===== src/rtl/sw_bus_host_pkg.sv =====
package sw_bus_host_pkg;

  typedef enum logic [1:0] {
    OP_RESET = 2'd0,
    OP_WR0   = 2'd1,
    OP_WR1   = 2'd2,
    OP_READ  = 2'd3
  } sw_op_e;

  typedef struct packed {
    sw_op_e op;
    logic   fast;
  } sw_job_t;

  // Nominal times in microseconds: standard / overdrive
  localparam int unsigned RST_LOW_STD  = 500;
  localparam int unsigned RST_LOW_OD   = 60;
  localparam int unsigned RST_REL_STD  = 480;
  localparam int unsigned RST_REL_OD   = 48;
  localparam int unsigned PRES_SMP_STD = 70;
  localparam int unsigned PRES_SMP_OD  = 8;
  localparam int unsigned W0_LOW_STD   = 65;
  localparam int unsigned W0_LOW_OD    = 8;
  localparam int unsigned W1_LOW_STD   = 6;
  localparam int unsigned W1_LOW_OD    = 1;
  localparam int unsigned RD_LOW_STD   = 5;
  localparam int unsigned RD_LOW_OD    = 1;
  localparam int unsigned RD_SMP_STD   = 12;
  localparam int unsigned RD_SMP_OD    = 2;
  localparam int unsigned SLOT_STD     = 70;
  localparam int unsigned SLOT_OD      = 11;
  localparam int unsigned RECOVERY     = 5;

  localparam int unsigned LONGEST_US = RST_LOW_STD + RST_REL_STD;

endpackage


===== src/rtl/sw_line_sync.sv =====
module sw_line_sync #(
  parameter int unsigned STAGES = 2
) (
  input  logic clk,
  input  logic rst_n,
  input  logic d_in,
  output logic d_out
);

  logic [STAGES-1:0] chain_q;

  generate
    for (genvar s = 0; s < STAGES; s++) begin : g_stage
      if (s == 0) begin : g_first
        always_ff @(posedge clk or negedge rst_n) begin
          if (!rst_n) chain_q[0] <= 1'b1;
          else        chain_q[0] <= d_in;
        end
      end else begin : g_next
        always_ff @(posedge clk or negedge rst_n) begin
          if (!rst_n) chain_q[s] <= 1'b1;
          else        chain_q[s] <= chain_q[s-1];
        end
      end
    end
  endgenerate

  assign d_out = chain_q[STAGES-1];

endmodule


===== src/rtl/sw_slot_timing.sv =====
module sw_slot_timing
  import sw_bus_host_pkg::*;
#(
  parameter int unsigned CLK_MHZ = 100,
  parameter int unsigned CNT_W   = 17
) (
  input  sw_job_t          job,
  output logic [CNT_W-1:0] low_cyc,
  output logic [CNT_W-1:0] smp_tick,
  output logic [CNT_W-1:0] end_tick
);

  localparam int unsigned C_RST_LOW_S = RST_LOW_STD * CLK_MHZ;
  localparam int unsigned C_RST_LOW_O = RST_LOW_OD * CLK_MHZ;
  localparam int unsigned C_RST_END_S = (RST_LOW_STD + RST_REL_STD) * CLK_MHZ - 1;
  localparam int unsigned C_RST_END_O = (RST_LOW_OD + RST_REL_OD) * CLK_MHZ - 1;
  localparam int unsigned C_PRES_S    = (RST_LOW_STD + PRES_SMP_STD) * CLK_MHZ;
  localparam int unsigned C_PRES_O    = (RST_LOW_OD + PRES_SMP_OD) * CLK_MHZ;
  localparam int unsigned C_SLOT_END_S = (SLOT_STD + RECOVERY) * CLK_MHZ - 1;
  localparam int unsigned C_SLOT_END_O = (SLOT_OD + RECOVERY) * CLK_MHZ - 1;

  always_comb begin
    smp_tick = '0;
    if (job.op == OP_RESET) begin
      low_cyc  = CNT_W'(job.fast ? C_RST_LOW_O : C_RST_LOW_S);
      smp_tick = CNT_W'(job.fast ? C_PRES_O : C_PRES_S);
      end_tick = CNT_W'(job.fast ? C_RST_END_O : C_RST_END_S);
    end else begin
      end_tick = CNT_W'(job.fast ? C_SLOT_END_O : C_SLOT_END_S);
      unique case (job.op)
        OP_WR0:  low_cyc = CNT_W'((job.fast ? W0_LOW_OD : W0_LOW_STD) * CLK_MHZ);
        OP_WR1:  low_cyc = CNT_W'((job.fast ? W1_LOW_OD : W1_LOW_STD) * CLK_MHZ);
        default: begin
          low_cyc  = CNT_W'((job.fast ? RD_LOW_OD : RD_LOW_STD) * CLK_MHZ);
          smp_tick = CNT_W'((job.fast ? RD_SMP_OD : RD_SMP_STD) * CLK_MHZ);
        end
      endcase
    end
  end

endmodule


===== src/rtl/sw_slot_seq.sv =====
module sw_slot_seq
  import sw_bus_host_pkg::*;
#(
  parameter int unsigned CNT_W = 17
) (
  input  logic             clk,
  input  logic             rst_n,
  input  logic             cmd_valid,
  input  logic [1:0]       cmd_op,
  input  logic             cmd_fast,
  input  logic             line_s,
  input  logic [CNT_W-1:0] low_cyc,
  input  logic [CNT_W-1:0] smp_tick,
  input  logic [CNT_W-1:0] end_tick,
  output sw_job_t          job,
  output logic             drive_low,
  output logic             busy,
  output logic             done,
  output logic             rx_bit
);

  typedef enum logic {ST_IDLE, ST_RUN} st_e;

  st_e              st_q, st_d;
  logic [CNT_W-1:0] tick_q, tick_d;
  sw_job_t          job_q, job_d;
  logic             drv_q, drv_d;
  logic             smp_q, smp_d;
  logic             done_q, done_d;
  logic             bit_q, bit_d;
  logic             tick_en, job_en, smp_en, bit_en;
  logic [CNT_W-1:0] tick_inc;

  assign tick_inc = tick_q + 1'b1;

  always_comb begin
    st_d    = st_q;
    tick_d  = tick_q;
    job_d   = job_q;
    smp_d   = smp_q;
    bit_d   = bit_q;
    drv_d   = 1'b0;
    done_d  = 1'b0;
    tick_en = 1'b0;
    job_en  = 1'b0;
    smp_en  = 1'b0;
    bit_en  = 1'b0;
    unique case (st_q)
      ST_IDLE: begin
        if (cmd_valid) begin
          st_d    = ST_RUN;
          tick_d  = '0;
          tick_en = 1'b1;
          job_d   = '{op: sw_op_e'(cmd_op), fast: cmd_fast};
          job_en  = 1'b1;
          drv_d   = 1'b1;
        end
      end
      default: begin
        tick_d  = tick_inc;
        tick_en = 1'b1;
        drv_d   = (tick_inc < low_cyc);
        if (tick_q == smp_tick) begin
          smp_d  = line_s;
          smp_en = 1'b1;
        end
        if (tick_q == end_tick) begin
          st_d   = ST_IDLE;
          drv_d  = 1'b0;
          done_d = 1'b1;
          bit_en = 1'b1;
          bit_d  = (job_q.op == OP_RESET) ? ~smp_q : smp_q;
        end
      end
    endcase
  end

  always_ff @(posedge clk or negedge rst_n) begin
    if (!rst_n) begin
      st_q   <= ST_IDLE;
      drv_q  <= 1'b0;
      done_q <= 1'b0;
    end else begin
      st_q   <= st_d;
      drv_q  <= drv_d;
      done_q <= done_d;
    end
  end

  always_ff @(posedge clk or negedge rst_n) begin
    if (!rst_n)       tick_q <= '0;
    else if (tick_en) tick_q <= tick_d;
  end

  always_ff @(posedge clk or negedge rst_n) begin
    if (!rst_n)      job_q <= '{op: OP_RESET, fast: 1'b0};
    else if (job_en) job_q <= job_d;
  end

  always_ff @(posedge clk or negedge rst_n) begin
    if (!rst_n)      smp_q <= 1'b1;
    else if (smp_en) smp_q <= smp_d;
  end

  always_ff @(posedge clk or negedge rst_n) begin
    if (!rst_n)      bit_q <= 1'b0;
    else if (bit_en) bit_q <= bit_d;
  end

  assign job       = job_q;
  assign drive_low = drv_q;
  assign busy      = (st_q == ST_RUN);
  assign done      = done_q;
  assign rx_bit    = bit_q;

endmodule


===== src/rtl/sw_bus_host.sv =====
module sw_bus_host
  import sw_bus_host_pkg::*;
#(
  parameter int unsigned CLK_MHZ     = 100,
  parameter int unsigned SYNC_STAGES = 2
) (
  input  logic       clk,
  input  logic       rst_n,
  input  logic       cmd_valid,
  input  logic [1:0] cmd_op,
  input  logic       cmd_fast,
  input  logic       line_in,
  output logic       line_drive_low,
  output logic       busy,
  output logic       done,
  output logic       rx_bit
);

  localparam int unsigned MAX_CYC = LONGEST_US * CLK_MHZ;
  localparam int unsigned CNT_W   = $clog2(MAX_CYC + 1);

  logic             line_s;
  sw_job_t          job;
  logic [CNT_W-1:0] low_cyc, smp_tick, end_tick;

  sw_line_sync #(.STAGES(SYNC_STAGES)) u_sync (
    .clk   (clk),
    .rst_n (rst_n),
    .d_in  (line_in),
    .d_out (line_s)
  );

  sw_slot_timing #(.CLK_MHZ(CLK_MHZ), .CNT_W(CNT_W)) u_timing (
    .job      (job),
    .low_cyc  (low_cyc),
    .smp_tick (smp_tick),
    .end_tick (end_tick)
  );

  sw_slot_seq #(.CNT_W(CNT_W)) u_seq (
    .clk       (clk),
    .rst_n     (rst_n),
    .cmd_valid (cmd_valid),
    .cmd_op    (cmd_op),
    .cmd_fast  (cmd_fast),
    .line_s    (line_s),
    .low_cyc   (low_cyc),
    .smp_tick  (smp_tick),
    .end_tick  (end_tick),
    .job       (job),
    .drive_low (line_drive_low),
    .busy      (busy),
    .done      (done),
    .rx_bit    (rx_bit)
  );

endmodule


===== config.mk =====
export PLATFORM = sky130hd
export DESIGN_NAME = sw_bus_host
export DESIGN_NICKNAME = d
export VERILOG_FILES = /design/src/rtl/sw_bus_host_pkg.sv /design/src/rtl/sw_line_sync.sv /design/src/rtl/sw_slot_timing.sv /design/src/rtl/sw_slot_seq.sv /design/src/rtl/sw_bus_host.sv
export SDC_FILE = /design/constraint.sdc
export NUM_CORES = 1
export LEC_CHECK = 0
export BUFFER_PORTS_ARGS = -buffer_cell sky130_fd_sc_hd__buf_2
export CAP_MARGIN = 0
export CORE_AREA = 2 2 64 66
export CTS_CLUSTER_SIZE = 14
export DETAILED_ROUTE_END_ITERATION = 10
export DIE_AREA = 0 0 66 68
export GPL_ROUTABILITY_DRIVEN = 0
export HOLD_SLACK_MARGIN = 0.03
export PLACE_DENSITY = 0.75
export SLEW_MARGIN = 20
export SYNTH_ARGS = -nofsm -noshare
export SYNTH_HDL_FRONTEND = slang
export SYNTH_SLANG_ARGS = --single-unit
export TNS_END_PERCENT = 1

===== constraint.sdc =====
create_clock -name clk -period 3.1 [get_ports clk]
set_input_delay 0.31 -clock clk [delete_from_list [all_inputs] [get_ports clk]]
set_output_delay 0.31 -clock clk [all_outputs]
set_load 0.02 [all_outputs]

==> results.toml <==
[logic_synthesis]
async_reset_ff_share_pct = 100
synth-edff-count = 0
synth_top_area_share_pct = 26.9
synth_area_per_cell_sq_um = 8.28
netlist-cell-type-count = 51
yosysWarnings = 0
netlist_area_sq_um = 2230
synthFlopType = "dfrtp_1"
synthTopCellsByArea = "dfrtp_1 27%, ha_1 9.5%, o21ai_0 5.8%"
syn_inst = 270
synth_nets = 294
yosysSeqAreaShare_pct = 30.4
ys_seq_elements = 27
yosys.area.top_type = "dfrtp_1"

[sta]
setup_tns_ns = 0
tightestPinTransition_ns = 0.957
fin_crit_ns = 2.63
drv_slew = 0
rsz0062_at_grt = "false"
slew_headroom_pct = 36.0
setup_viol = 0
fin_crit_sh_pct = 84.7
fin_skew_ns = 0.00872
hold_viol = 0
clock.fmax_ghz = 0.381

[critical_path]
crit_fanout = 10
start_kind = "flop"
cp-end-kind = "flop"
crit_path_start = "u_seq.tick_q[6]$_DFFE_PN0P_"
crit_required_ns = 3.30
crit_type = "flop to flop"
worstPathArrival_ns = 2.82
rr_startpoint = "u_seq.tick_q[6]$_DFFE_PN0P_"

[cts]
htree_levels = 1
post_cts_buffers = 0
postCtsResizedCells = 0
cts_tree = "yes"
cts_buffer_depth = 2
clk_latency_ns = 0.29
clk_pin_slew_ns = 0.11
root_buffer = "clkbuf_8"
ctsHoldBuffers = 0
cts.sinks = 27
cts_made_buffers = 3

[power]
vdd_ir_drop_max_uv = 314
p_per_area_nw_per_um2 = 592
leakagePower_nw = 0.988
power_mw = 1.40

[detailed_routing]
drcViolationCount = 0
drtIter0Drc = 136
wl_per_cell_microns = 16.3
detail-route-antenna-nets = 0
vias = 2012
first_pass_iters = 5
wirelength_mm = 5.25
vias_per_cell = 6.25

[place]
dp_hpwl_mm = 3.86
numPortBuffers = 10

[final_layout]
areaGrowthSynthToFinish_pct = 5.65
antenna_cells = 0
nets = 297
drive_gt1_share_pct = 14.0

[global_routing]
grt_pass1_wl_mm = 8.59
grt_pass1_vias = 1790
grt_max_degree = 28
grt_usage_pct = 25.5
grt_antenna_before_repair = 0
grt-ovfl-total = 0

[worst_hold_path]
min-delay-path-class = "input pin to async pin"

[die]
num_rows = 23
die_width_microns = 66
io_pins = 11
initial_utilization_pct = 57.9
dieArea_sq_um = 4490
die_h_microns = 68
coreArea_sq_um = 3860

[job]
cap_violations = 0

[status]
outcome = "completed"
-- synth_stat cells (2+ instances only) --
cell type	n
mux2_1	2
o22ai_1	2
a21oi_1	11
mux2i_1	4
nand3_1	11
dfrtp_1	24
inv_1	6
buf_6	2
o31ai_1	6
a211oi_1	4
xor2_1	9
nand3b_1	2
o21ai_0	26
nor3_1	2
or3_1	4
a31o_2	2
nand2_1	34
nand4_1	8
nor2b_1	5
dfstp_2	3
buf_2	11
a21o_1	2
nand2b_1	2
ha_1	17
xnor2_1	9
a31oi_1	2
nor2_1	22
nor4_1	5
nand4b_1	2
clkbuf_1	9
mux2_2	2
-- through the flow --
step	setup WS, ns	util [%]	cells	hold WS, ns	area (sq um)
6_report	0.473	61.2	322	0.0150	2360
3_5_place_dp	0.513	59.9	318	0.349	2310
3_3_place_gp	0.539	59.9	318	0.348	2310
5_1_grt	0.230	61.2	322	0.0694	2360
4_1_cts	0.478	61.2	322	0.0461	2360
2_1_floorplan	0.628	-	270	0.0144	2230
-- registers in the layout, indices dropped and copies added, names as in the netlist --
name,count
u_sync.chain_q,1
u_seq.drive_low,1
u_sync.d_out,1
u_seq.busy,1
u_seq.tick_q,17
u_seq.rx_bit,1
u_seq.job,3
u_seq.smp_q,1
u_seq.done,1
-- per-layer routing --
metal	vias up	wire length, microns	track usage (%)	share of wire (%)
met5	-	0	1.25	0
met4	0	146	9.44	2.8
met3	17	454	4.61	8.6
met2	113	2330	41.2	44
met1	915	2320	34.3	44
li1	967	-	-	-
-- layout make-up --
cell class / count / area, sq um
clock buffers: 3 / 41.3
clock inverters: 1 / 8.76
fillers: 368 / 1500
inverters: 7 / 26.3
multi-input cells: 214 / 1420
flip-flops and latches: 27 / 679
well taps: 50 / 62.6
repair buffers: 20 / 125
-- cell families (layout without fill, tap and decap cells) --
family                     Yosys count  count (layout)  share of synthesized area, %
and+or+nand+nor                    108             108                          25.8
AOI/OAI and AO/OA                   63              63                          17.3
buffers and inverters               29              31                          6.16
DFF                                 27              27                          30.4
xor gates and xnor gates            18              18                          7.06
adders and majority gates           17              17                          9.52
muxes                                8               8                          3.81
-- placed cells by master (no fill, tap or decap), drive strengths merged, types with 2 or more instances in the layout --
cell / n
nand4: 8
a21o: 2
or3: 4
o22ai: 2
nand3: 11
nor2b: 5
dfstp: 3
nand3b: 2
a31oi: 2
nor4: 7
o21ai: 26
clkbuf: 3
buf: 20
a211oi: 4
dfrtp: 24
mux2i: 4
ha: 17
o31ai: 6
a31o: 2
nand2b: 2
nand2: 34
xnor2: 9
nor3: 3
xor2: 9
mux2: 4
nor2: 23
nand4b: 2
inv: 7
a21oi: 11
-- path summary, 6_finish.rpt --
kind                                          endpoint  slack [ns]  depth (start not counted)
setup / recovery             u_seq.drive_low$_DFF_PN0_        0.47                          8
hold / removal                u_seq.job[0]$_DFFE_PN0P_        0.01                          1
hold reg to reg                 u_sync.d_out$_DFF_PN1_        0.36                          0
min in group clk           u_sync.chain_q[0]$_DFF_PN1_        0.10                          1
setup reg to reg             u_seq.drive_low$_DFF_PN0_        0.47                          8
max in group asynchronous  u_seq.tick_q[6]$_DFFE_PN0P_        2.68                          1
-- report_power, final --
| group | internal (mW) | total (mW) | switching (mW) |
|---|---|---|---|
| Sequential | 0.423 | 0.536 | 0.113 |
| Combinational | 0.288 | 0.637 | 0.349 |
| Clock | 0.0951 | 0.224 | 0.128 |
| Total | 0.806 | 1.40 | 0.590 |
-- worst max-delay path, cell delays in order (launching register included) --
cell and delay, ns:
dfrtp_1 0.54, nand4_1 0.27, nor4_1 0.62, xor2_1 0.18, ha_1 0.36, nand2_1 0.08
nor2_1 0.12, a41oi_1 0.12, a31o_2 0.24
(Power assumes the default switching activity.)
